**src/rtl/sdr_burst_pkg.sv**
```systemverilog
package sdr_burst_pkg;

  localparam int MODE_W  = 10;
  localparam int MAX_LAT = 3;
  localparam int LAT_W   = $clog2(MAX_LAT + 1);

  typedef enum logic [1:0] {
    CMD_NOP   = 2'b00,
    CMD_LOAD  = 2'b01,
    CMD_READ  = 2'b10,
    CMD_WRITE = 2'b11
  } sdr_cmd_e;

  // field layout: [9] single-beat writes, [8:7] operating mode,
  // [6:4] read latency, [3] interleaved order, [2:0] burst length
  typedef struct packed {
    logic       wr_single;
    logic [1:0] op;
    logic [2:0] lat;
    logic       ilv;
    logic [2:0] bl;
  } mode_word_t;

  localparam mode_word_t MODE_RESET = '{
    wr_single: 1'b0, op: 2'b00, lat: 3'd2, ilv: 1'b0, bl: 3'd0
  };

  function automatic logic mode_legal(input mode_word_t m);
    return (m.op == 2'b00) && !m.bl[2] && ((m.lat == 3'd2) || (m.lat == 3'd3));
  endfunction

endpackage

```
**src/rtl/sdr_mode_reg.sv**
```systemverilog
module sdr_mode_reg
  import sdr_burst_pkg::*;
(
  input  logic              clk,
  input  logic              rst,
  input  logic              load_i,
  input  logic [MODE_W-1:0] word_i,
  input  logic              active_i,
  output logic [1:0]        bl_code_o,
  output logic              ilv_o,
  output logic [LAT_W-1:0]  lat_o,
  output logic              wr_single_o,
  output logic              legal_o,
  output logic              reject_o
);

  mode_word_t mode_q;
  logic       legal_q;
  logic       reject_q;

  always_ff @(posedge clk) begin
    if (rst) begin
      mode_q   <= MODE_RESET;
      legal_q  <= 1'b1;
      reject_q <= 1'b0;
    end else begin
      reject_q <= load_i & active_i;
      if (load_i && !active_i) begin
        mode_q  <= mode_word_t'(word_i);
        legal_q <= mode_legal(mode_word_t'(word_i));
      end
    end
  end

  assign bl_code_o   = mode_q.bl[1:0];
  assign ilv_o       = mode_q.ilv;
  assign lat_o       = (mode_q.lat == 3'd3) ? LAT_W'(3) : LAT_W'(2);
  assign wr_single_o = mode_q.wr_single;
  assign legal_o     = legal_q;
  assign reject_o    = reject_q;

  // a load during an unfinished burst leaves the mode untouched and is reported
  assert_load_dropped_R10: assert property (@(posedge clk) disable iff (rst)
    (load_i && active_i) |=> ($stable(mode_q) && $stable(legal_q) && reject_q));

endmodule

```
**src/rtl/sdr_beat_gen.sv**
```systemverilog
module sdr_beat_gen #(
  parameter int COL_W = 9
) (
  input  logic             clk,
  input  logic             rst,
  input  logic             start_i,
  input  logic             start_wr_i,
  input  logic [COL_W-1:0] start_col_i,
  input  logic [1:0]       bl_code_i,
  input  logic             ilv_i,
  input  logic             wr_single_i,
  output logic             iss_v_o,
  output logic             iss_wr_o,
  output logic [COL_W-1:0] iss_col_o,
  output logic             busy_o
);

  localparam int IDX_W = 3;

  logic [COL_W-1:0] st_col_q;
  logic [1:0]       code_q;
  logic             ilv_q;
  logic [IDX_W-1:0] idx_q;
  logic             busy_q;
  logic             iss_v_q;
  logic             iss_wr_q;
  logic [COL_W-1:0] iss_col_q;
  logic [1:0]       eff_code;
  logic [IDX_W-1:0] last_idx;

  function automatic logic [COL_W-1:0] beat_col(
    input logic [COL_W-1:0] base,
    input logic [1:0]       code,
    input logic             ilv,
    input logic [IDX_W-1:0] i
  );
    logic [COL_W-1:0] mask;
    logic [COL_W-1:0] low;
    mask = COL_W'(4'((4'd1 << code) - 4'd1));
    low  = ilv ? (base ^ COL_W'(i)) : (base + COL_W'(i));
    return (base & ~mask) | (low & mask);
  endfunction

  assign eff_code = (start_wr_i && wr_single_i) ? 2'd0 : bl_code_i;
  assign last_idx = IDX_W'((4'd1 << code_q) - 4'd1);

  always_ff @(posedge clk) begin
    if (rst) begin
      st_col_q  <= '0;
      code_q    <= '0;
      ilv_q     <= 1'b0;
      idx_q     <= '0;
      busy_q    <= 1'b0;
      iss_v_q   <= 1'b0;
      iss_wr_q  <= 1'b0;
      iss_col_q <= '0;
    end else if (start_i) begin
      st_col_q  <= start_col_i;
      code_q    <= eff_code;
      ilv_q     <= ilv_i;
      idx_q     <= IDX_W'(1);
      busy_q    <= (eff_code != 2'd0);
      iss_v_q   <= 1'b1;
      iss_wr_q  <= start_wr_i;
      iss_col_q <= start_col_i;
    end else if (busy_q) begin
      iss_v_q   <= 1'b1;
      iss_col_q <= beat_col(st_col_q, code_q, ilv_q, idx_q);
      idx_q     <= idx_q + IDX_W'(1);
      busy_q    <= (idx_q != last_idx);
    end else begin
      iss_v_q   <= 1'b0;
    end
  end

  assign iss_v_o   = iss_v_q;
  assign iss_wr_o  = iss_wr_q;
  assign iss_col_o = iss_col_q;
  assign busy_o    = busy_q;

  // beats follow on consecutive clocks while some remain
  assert_beats_back_to_back_R2: assert property (@(posedge clk) disable iff (rst)
    (busy_q && !start_i) |=> iss_v_q);

  // every continuing beat stays inside the length-aligned block of its start
  assert_beat_in_block_R3: assert property (@(posedge clk) disable iff (rst)
    (busy_q && !start_i) |=> ((iss_col_q >> code_q) == (st_col_q >> code_q)));

  // single-location write mode issues exactly one beat
  assert_single_write_R8: assert property (@(posedge clk) disable iff (rst)
    (start_i && start_wr_i && wr_single_i) |=> (iss_v_q && iss_wr_q && !busy_q));

endmodule

```
**src/rtl/sdr_read_pipe.sv**
```systemverilog
module sdr_read_pipe
  import sdr_burst_pkg::*;
#(
  parameter int COL_W = 9
) (
  input  logic             clk,
  input  logic             rst,
  input  logic             beat_v_i,
  input  logic [COL_W-1:0] beat_col_i,
  input  logic [LAT_W-1:0] lat_i,
  output logic             inflight_o,
  output logic             rd_valid_o,
  output logic [COL_W-1:0] rd_col_o,
  output logic             oe_o
);

  logic             v_q   [MAX_LAT];
  logic [COL_W-1:0] col_q [MAX_LAT];
  logic             rv_q;
  logic [COL_W-1:0] rcol_q;
  logic             oe_q;
  logic             inflight;
  logic [LAT_W-1:0] sel_data;
  logic [LAT_W-1:0] sel_lead;

  assign v_q[0]   = beat_v_i;
  assign col_q[0] = beat_col_i;

  for (genvar k = 1; k < MAX_LAT; k++) begin : g_stage
    always_ff @(posedge clk) begin
      if (rst) begin
        v_q[k]   <= 1'b0;
        col_q[k] <= '0;
      end else begin
        v_q[k]   <= v_q[k-1];
        col_q[k] <= col_q[k-1];
      end
    end
  end

  assign sel_data = lat_i - LAT_W'(1);
  assign sel_lead = lat_i - LAT_W'(2);

  always_comb begin
    inflight = 1'b0;
    for (int k = 1; k < MAX_LAT; k++) begin
      if (k < int'(lat_i)) inflight = inflight | v_q[k];
    end
  end

  always_ff @(posedge clk) begin
    if (rst) begin
      rv_q   <= 1'b0;
      rcol_q <= '0;
      oe_q   <= 1'b0;
    end else begin
      rv_q   <= v_q[sel_data];
      rcol_q <= col_q[sel_data];
      oe_q   <= v_q[sel_data] | v_q[sel_lead];
    end
  end

  assign inflight_o = inflight;
  assign rd_valid_o = rv_q;
  assign rd_col_o   = rcol_q;
  assign oe_o       = oe_q;

  // drive is on whenever a beat is valid
  assert_drive_with_data_R6: assert property (@(posedge clk) disable iff (rst)
    rv_q |-> oe_q);

  // drive was already on in the cycle before any valid beat
  assert_drive_leads_R6: assert property (@(posedge clk) disable iff (rst)
    rv_q |-> $past(oe_q));

endmodule

```
**src/rtl/sdr_burst_ctrl.sv**
```systemverilog
module sdr_burst_ctrl
  import sdr_burst_pkg::*;
#(
  parameter int ADDR_W = 10,
  parameter int COL_W  = 9,
  parameter int DATA_W = 16
) (
  input  logic              clk,
  input  logic              rst,
  input  logic [1:0]        cmd_i,
  input  logic [ADDR_W-1:0] addr_i,
  input  logic [DATA_W-1:0] wdata_i,
  output logic              rd_valid_o,
  output logic [COL_W-1:0]  rd_col_o,
  output logic              dq_oe_o,
  output logic              wr_o,
  output logic [COL_W-1:0]  wr_col_o,
  output logic [DATA_W-1:0] wr_data_o,
  output logic              mode_err_o,
  output logic              load_rej_o
);

  sdr_cmd_e         cmd;
  logic             start;
  logic             active;
  logic [1:0]       bl_code;
  logic             ilv;
  logic [LAT_W-1:0] lat;
  logic             wr_single;
  logic             legal;
  logic             iss_v;
  logic             iss_wr;
  logic [COL_W-1:0] iss_col;
  logic             busy;
  logic             rd_inflight;
  logic [DATA_W-1:0] wdata_q;

  assign cmd    = sdr_cmd_e'(cmd_i);
  assign start  = legal && ((cmd == CMD_READ) || (cmd == CMD_WRITE));
  assign active = busy | iss_v | rd_inflight;

  sdr_mode_reg i_mode (
    .clk         (clk),
    .rst         (rst),
    .load_i      (cmd == CMD_LOAD),
    .word_i      (addr_i[MODE_W-1:0]),
    .active_i    (active),
    .bl_code_o   (bl_code),
    .ilv_o       (ilv),
    .lat_o       (lat),
    .wr_single_o (wr_single),
    .legal_o     (legal),
    .reject_o    (load_rej_o)
  );

  sdr_beat_gen #(.COL_W(COL_W)) i_beats (
    .clk         (clk),
    .rst         (rst),
    .start_i     (start),
    .start_wr_i  (cmd == CMD_WRITE),
    .start_col_i (addr_i[COL_W-1:0]),
    .bl_code_i   (bl_code),
    .ilv_i       (ilv),
    .wr_single_i (wr_single),
    .iss_v_o     (iss_v),
    .iss_wr_o    (iss_wr),
    .iss_col_o   (iss_col),
    .busy_o      (busy)
  );

  sdr_read_pipe #(.COL_W(COL_W)) i_rd_pipe (
    .clk        (clk),
    .rst        (rst),
    .beat_v_i   (iss_v & ~iss_wr),
    .beat_col_i (iss_col),
    .lat_i      (lat),
    .inflight_o (rd_inflight),
    .rd_valid_o (rd_valid_o),
    .rd_col_o   (rd_col_o),
    .oe_o       (dq_oe_o)
  );

  always_ff @(posedge clk) begin
    if (rst) wdata_q <= '0;
    else     wdata_q <= wdata_i;
  end

  assign wr_o       = iss_v & iss_wr;
  assign wr_col_o   = iss_col;
  assign wr_data_o  = wdata_q;
  assign mode_err_o = ~legal;

  // no access of either kind is ever seen under an illegal mode word
  assert_no_access_on_bad_mode_R9: assert property (@(posedge clk) disable iff (rst)
    (wr_o || rd_valid_o) |-> !mode_err_o);

endmodule

```
**config.mk**
```make
export PLATFORM = sky130hd
export DESIGN_NAME = sdr_burst_ctrl
export DESIGN_NICKNAME = d
export VERILOG_FILES = /design/src/rtl/sdr_burst_pkg.sv /design/src/rtl/sdr_mode_reg.sv /design/src/rtl/sdr_beat_gen.sv /design/src/rtl/sdr_read_pipe.sv /design/src/rtl/sdr_burst_ctrl.sv
export SDC_FILE = /design/constraint.sdc
export NUM_CORES = 1
export LEC_CHECK = 0
export BUFFER_PORTS_ARGS = -buffer_cell sky130_fd_sc_hd__buf_2
export CAP_MARGIN = 40
export CORE_MARGIN = 2
export CORE_UTILIZATION = 30
export CTS_BUF_LIST = sky130_fd_sc_hd__clkbuf_16
export DETAILED_ROUTE_END_ITERATION = 8
export PLACE_DENSITY = 0.59
export SYNTH_ARGS = -nofsm -noshare
export SYNTH_HDL_FRONTEND = slang
export SYNTH_SLANG_ARGS = --single-unit
```
**constraint.sdc**
```tcl
create_clock -name clk -period 1.5 [get_ports clk]
set_input_delay 0.45 -clock clk [delete_from_list [all_inputs] [get_ports clk]]
set_output_delay 0.45 -clock clk [all_outputs]
set_load 0.01 [all_outputs]
```
==> metrics.md, run 1 <==
| Metric | Value |
|---|---|
| Cell Rows | `36` |
| PwrDens | `1350 nW/um2` |
| Power Total | `5340 uW` |
| GRT Total Usage | `12.3%` |
| Largest net degree at the start of global routing | `38` |
| Share of the synthesized area in the top cell type | `54.3%` |
| Worst-Margin Slew | `468 ps` |
| Full die area | `11000 um2` |
| Slew headroom | `68.7%` |
| Clock buffer depth | `2` |
| Port buffer count | `68` |
| DP HPWL | `4650 um` |
| Total global routing overflow | `0` |
| DRT iter0 DRCs | `104` |
| Slowest-stage cell, CP | `fa_1` |
| Synth warn | `0` |
| Register area share after synthesis | `54.3%` |
| DRT antenna net count | `0` |
| Synth Net Count | `356` |
| Area of the multi-input gates | `1260 um2` |
| FF+latch count, synth | `83` |
| Hold Violations, Final | `0` |
| Main synth FF type | `dfxtp_1` |
| Initial Utilization | `31.2%` |
| Inserted Clock Buffers | `9` |
| Clock Pin Slew Worst Setup and Hold Paths | `60 ps` |
| Setup ws final | `-6.10 ps` |
| F_max | `664 MHz` |
| Routed Wire Length | `6470 um` |
| Area Overhead vs Synth | `28.9%` |
| Worst-skew pair later-pin latency | `330 ps` |
| Vias in the first global route | `2259` |
| HP Class | `input pin to register` |
| # clock sinks | `83` |
| Mapped Avg Cell Area | `9.53 um2` |
| Initial DRT Pass Iterations | `6` |
| Buf+Inv Stages, Crit Path | `0` |
| Num ports | `69` |
| # fillers | `1000` |
| EDFF count, synth | `0` |
| Tcrit/Tclk final | `100%` |
| Element type at the critical path end | `register` |
| Area leader, netlist | `dfxtp_1` |
| Clock root buffer | `clkbuf_16` |
| Critical path fanouts, max | `2` |
| Failing checks | `setup timing` |
| Routed WL per cell | `12.3 um` |
| Final min period | `1510 ps` |
| Via Count | `2290` |
| Drt via density | `4.35` |
| Initial antenna violation count | `1` |
| Core Area | `9820 um2` |
| Maximum capacitance violations | `0` |
| CTS tree | `done` |
| Largest cells by area after synthesis | `dfxtp_1 54%, nor2b_1 7.4%, nand2_1 6.9%, a21oi_1 5.7%, mux2i_1 3.3%` |
| Status | `finished, violations left` |
| Synth cell types | `39` |
| Slew Limit Fails | `0` |
| Leakage | `0.00168 uW` |
| Async set-reset flop share out of synthesis | `0%` |
| Synth top cells by count | `83 x dfxtp_1, 56 x nand2_1, 36 x nor2b_1` |
| Syn Inst Count | `321` |
| H-tree Lvls | `3` |
| WS Path Type | `register to register` |
| Area of the mapped netlist | `3060 um2` |
| Pre-CTS setup slack | `-45.7 ps` |
| Final setup viols | `1` |
| # Post-CTS Setup Buffers | `0` |
| Worst endpoint data arrival time | `1750 ps` |
| RSZ-0062 raised after global routing | `yes` |
| Skew final | `5.02 ps` |
| Ratio of cells with drive above 1 in the final layout | `29.1%` |
| Storage cell area | `1670 um2` |
| Final Wtd Congestion | `0.771` |
| Most common cell in the netlist | `dfxtp_1` |
| Global-route wire length before repair | `10800 um` |
| Die Ht | `105 um` |
| Die X | `105 um` |
| Crit-path max cell delay | `480 ps` |
| Cell family with most CP delay | `adder cells` |
| Drt drc | `0` |
| Startpoint Class | `register` |
| Worst path cell trace | `ha_4, fa_1, mux2i_1, a21o_1, a311oi_2` |
| Final layout net count | `423` |
| VDD IR max | `0.477 mV` |
| CP Data Required Time | `1750 ps` |
## final cells by class
type | instances | area share (%)
Antenna cell | 1 | 0.0635
Clock inverter | 6 | 2.86
Tap cell | 133 | 4.22
Multi-Input combinational cell | 207 | 31.9
Sequential cell | 83 | 42.2
Inverter | 2 | 0.190
Clock buffer | 9 | 5.71
Timing Repair Buffer | 85 | 12.8
## power breakdown
group	internal, uW	switching, uW	leakage, uW
sequential	2320	62.0	0.000681
clock	1630	872	0.000166
combinational	226	240	0.000832
total	4170	1170	0.00168
## registers in the layout, summed over array words and instances, names as in the netlist
register,count
i_mode.ilv_o,1
i_rd_pipe.v_q,2
i_mode.legal_o,1
wr_data_o,16
i_mode.bl_code_o,2
i_beats.code_q,2
i_mode.mode_q,3
i_beats.idx_q,3
i_rd_pipe.rd_col_o,9
i_beats.iss_col_o,9
i_beats.ilv_q,1
i_mode.reject_o,1
i_beats.busy_o,1
i_rd_pipe.col_q,18
i_beats.st_col_q,9
i_rd_pipe.rd_valid_o,1
i_beats.iss_v_o,1
i_rd_pipe.oe_o,1
i_beats.iss_wr_o,1
i_mode.wr_single_o,1
## worst paths after layout
check                                             end               start  slack, ps  cells past startpoint
worst max-delay path             i_beats.iss_col_o[1]    i_beats.idx_q[0]         -6                      5
worst min-delay path                     wr_data_o[1]          wdata_i[1]        320                      2
worst max register to register   i_beats.iss_col_o[1]    i_beats.idx_q[0]         -6                      5
worst min register to register  i_rd_pipe.rd_col_o[5]  i_rd_pipe.col_q[5]        440                      2
## metal layers
layer	vias to the layer above	global-route usage, %	wire, um	share of wire [%]
met4	2	4.48	59	0.91
met3	8	4.55	414	6.4
met1	1046	13.8	2730	42
li1	1176	-	-	-
met2	58	21.3	3250	50
met5	-	0	11	0.17
## through the flow
step	setup TNS, ps	utilization [%]	cells	hold WS [ps]	cell area [um2]
after floorplan	-18.0	-	321	417	3060
after global placement	0	36.5	510	424	3580
after detailed placement	-45.7	36.5	510	429	3580
after CTS	0	40.1	525	308	3940
after global routing	-68.4	40.1	525	320	3940
final	-6.10	40.2	526	325	3940
## what timing repair did
action                                 4_1_cts  5_1_grt
setup endpoints to repair                    2        1
cloned                                       0        0
resized for setup                            4        1
hold buffers                                 0        0
endpoints found under the hold margin        0        0
pin swaps                                    1        2
## cell usage in the layout, fill, tap and decap left out, types with 6 or more instances in the layout
master / Yosys / routed
nor2b_1: 36 / 36
buf_2: 0 / 68
a21oi_1: 35 / 35
nor2_1: 9 / 9
mux2_2: 6 / 6
dfxtp_1: 83 / 80
nand2b_1: 14 / 14
clkbuf_16: 0 / 9
mux2i_1: 10 / 10
nand2_1: 56 / 56
buf_4: 9 / 14
## cells by family after synthesis
group | share of synthesized area, %
flip-flops | 54.3
buffers and inverters | 5.15
XOR/XNOR | 1.15
AND/OR/NAND/NOR | 21.9
adder cells (fa/ha/maj) | 2.29
AO/OA/AOI/OAI | 9.73
multiplexers | 5.48
(Power assumes the default switching activity.)
==> run 2, diff against run 1 <==
- RECOVER_POWER: default -> 50
- SKIP_CTS_REPAIR_TIMING: default -> 1
==> run 2 against run 1 <==
  * The flow now finishes without violations
  * Final area fell by 1.1%
  * Maximum frequency rose by 1.7%
  * Flip-flop and latch count did not move
  * Clock power barely moved
  * Die area did not move
  * Combinational power fell by 3%
  * Routed wire length rose by 0.54%
  * Sequential power barely moved
  * Register-to-register slack improved by 20 ps
  * Final cell count did not move
  * Clock skew rose by 1.3 ps
==> metrics.md, run 2 (synthesized netlist as in run 1, its figures left out) <==
| Metric | Value |
|---|---|
| Skew final | `6.36 ps (was 5.02 ps)` |
| Critical path fanouts, max | `2 (unchanged)` |
| Final Wtd Congestion | `0.771 (unchanged)` |
| DRT iter0 DRCs | `99 (was 104)` |
| F_max | `675 MHz (was 664 MHz)` |
| Vias in the first global route | `2239 (was 2259)` |
| Clock buffer depth | `2 (unchanged)` |
| Post-Place Cell Area | `3580 um2 (unchanged)` |
| Power Total | `5330 uW (was 5340 uW)` |
| Num ports | `69 (unchanged)` |
| Die Ht | `105 um (unchanged)` |
| Fin area | `3900 um2 (was 3940 um2)` |
| Port buffer count | `68 (unchanged)` |
| Initial antenna violation count | `1 (unchanged)` |
| RSZ-0062 raised after global routing | `yes (unchanged)` |
| Clock root buffer | `clkbuf_16 (unchanged)` |
| DRT antenna net count | `0 (unchanged)` |
| Startpoint Class | `register (unchanged)` |
| Hold Violations, Final | `0 (unchanged)` |
| H-tree Lvls | `3 (unchanged)` |
| Final min period | `1480 ps (was 1510 ps)` |
| # clock sinks | `83 (unchanged)` |
| Total global routing overflow | `0 (unchanged)` |
| Most flops, register | `i_rd_pipe.col_q (unchanged)` |
| Full die area | `11000 um2 (unchanged)` |
| GRT Total Usage | `12.2% (was 12.3%)` |
| Most frequent cells in the layout | `81 x dfxtp_1, 56 x nand2_1, 56 x buf_2 (was 80 x dfxtp_1, 68 x buf_2, 56 x nand2_1)` |
| Dpl cells | `510 (unchanged)` |
| Core Area | `9820 um2 (unchanged)` |
| Global-route wire length before repair | `10700 um (was 10800 um)` |
| Slew headroom | `68.5% (was 68.7%)` |
| Cell Rows | `36 (unchanged)` |
| Area Overhead vs Synth | `27.5% (was 28.9%)` |
| Status | `finished, final reports clean (was finished, violations left)` |
| Worst endpoint data arrival time | `1730 ps (was 1750 ps)` |
| Worst-skew pair later-pin latency | `330 ps (about the same)` |
| VDD IR max | `0.478 mV (was 0.477 mV)` |
| Die X | `105 um (unchanged)` |
| CP Data Required Time | `1750 ps (about the same)` |
| Max FFs per register | `18 (unchanged)` |
| Routed Wire Length | `6500 um (was 6470 um)` |
| Leakage | `0.00162 uW (was 0.00168 uW)` |
| Total Neg Setup Slack | `0 ps (was -6.10 ps)` |
| Non-filler cells, final | `526 (unchanged)` |
| DP HPWL | `4650 um (unchanged)` |
| Element type at the critical path end | `register (unchanged)` |
| Final setup viols | `0 (was 1)` |
| Initial DRT Pass Iterations | `4 (was 6)` |
| Maximum capacitance violations | `0 (unchanged)` |
| Inserted Clock Buffers | `9 (unchanged)` |
| Via Count | `2299 (was 2290)` |
| WS Path Type | `register to register (unchanged)` |
| Tcrit/Tclk final | `98.8% (was 100%)` |
| Drt drc | `0 (unchanged)` |
| HP Class | `input pin to register (unchanged)` |
| Final layout net count | `423 (unchanged)` |
| CTS tree | `done (unchanged)` |
| Drt via density | `4.37 (was 4.35)` |
| Commonest non-fill, non-tap cell in the layout | `dfxtp_1 (unchanged)` |
| Ratio of cells with drive above 1 in the final layout | `25.0% (was 29.1%)` |
| Slew Limit Fails | `0 (unchanged)` |
| PwrDens | `1370 nW/um2 (was 1350 nW/um2)` |
| Initial Utilization | `31.2% (unchanged)` |
| Clock Pin Slew Worst Setup and Hold Paths | `60 ps (about the same)` |
| Routed WL per cell | `12.4 um (was 12.3 um)` |
| Largest net degree at the start of global routing | `38 (unchanged)` |
| Worst-Margin Slew | `472 ps (was 468 ps)` |
-- run 2: cell types whose count changed in the layout (fill, tap and decap cells not counted), sizes merged --
cell    delta
buf       -17
clkbuf    +17
-- run 2: area by class of cell --
type	count	area, um2
Antenna cell	1	2.50
Clock inverter	6	113
Multi-Input combinational cell	207	1250
Sequential cell	83	1660
Clock buffer	9	225
Timing Repair Buffer	85	474
Tap cell	133	166
Inverter	2	7.51
Fill cell	1014	5920
-- run 2: worst max-delay path, stage by stage (launching register included) --
cell and delay (ps):
dfxtp_2 320, ha_2 180, fa_1 480, mux2i_1 70
a21o_1 170, a311oi_2 180
-- run 2: per-stage QoR --
stage	utilization, %	setup slack (ps)	hold WS (ps)
4_1_cts	39.9	-49.5	308
2_1_floorplan	-	-18.0	417
6_report	39.7	18.6	324
3_5_place_dp	36.5	-45.7	429
5_1_grt	39.7	-43.7	320
3_3_place_gp	36.5	10.9	424
-- run 2: final timing paths --
kind	from	end	depth (start not counted)	slack [ps]
setup / recovery	i_beats.idx_q[0]	i_beats.iss_col_o[1]	5	20
hold / removal	wdata_i[1]	wr_data_o[1]	2	320
setup reg to reg	i_beats.idx_q[0]	i_beats.iss_col_o[1]	5	20
hold reg to reg	i_rd_pipe.col_q[1]	i_rd_pipe.rd_col_o[1]	2	440
-- run 2: routing by layer --
metal | GRT usage (%) | part of all wire, % | up-vias
met1 | 13.5 | 42 | 1054
met4 | 4.48 | 0.80 | 2
met2 | 21.2 | 50 | 57
li1 | - | - | 1180
met3 | 4.55 | 6.1 | 6
met5 | 0 | 0.25 | -
-- run 2: power breakdown --
part / internal [uW] / switching, uW / leakage, uW / total (uW)
registers: 2320 / 60.6 / 0.000680 / 2380
logic: 212 / 239 / 0.000774 / 451
clock network: 1630 / 877 / 0.000166 / 2500
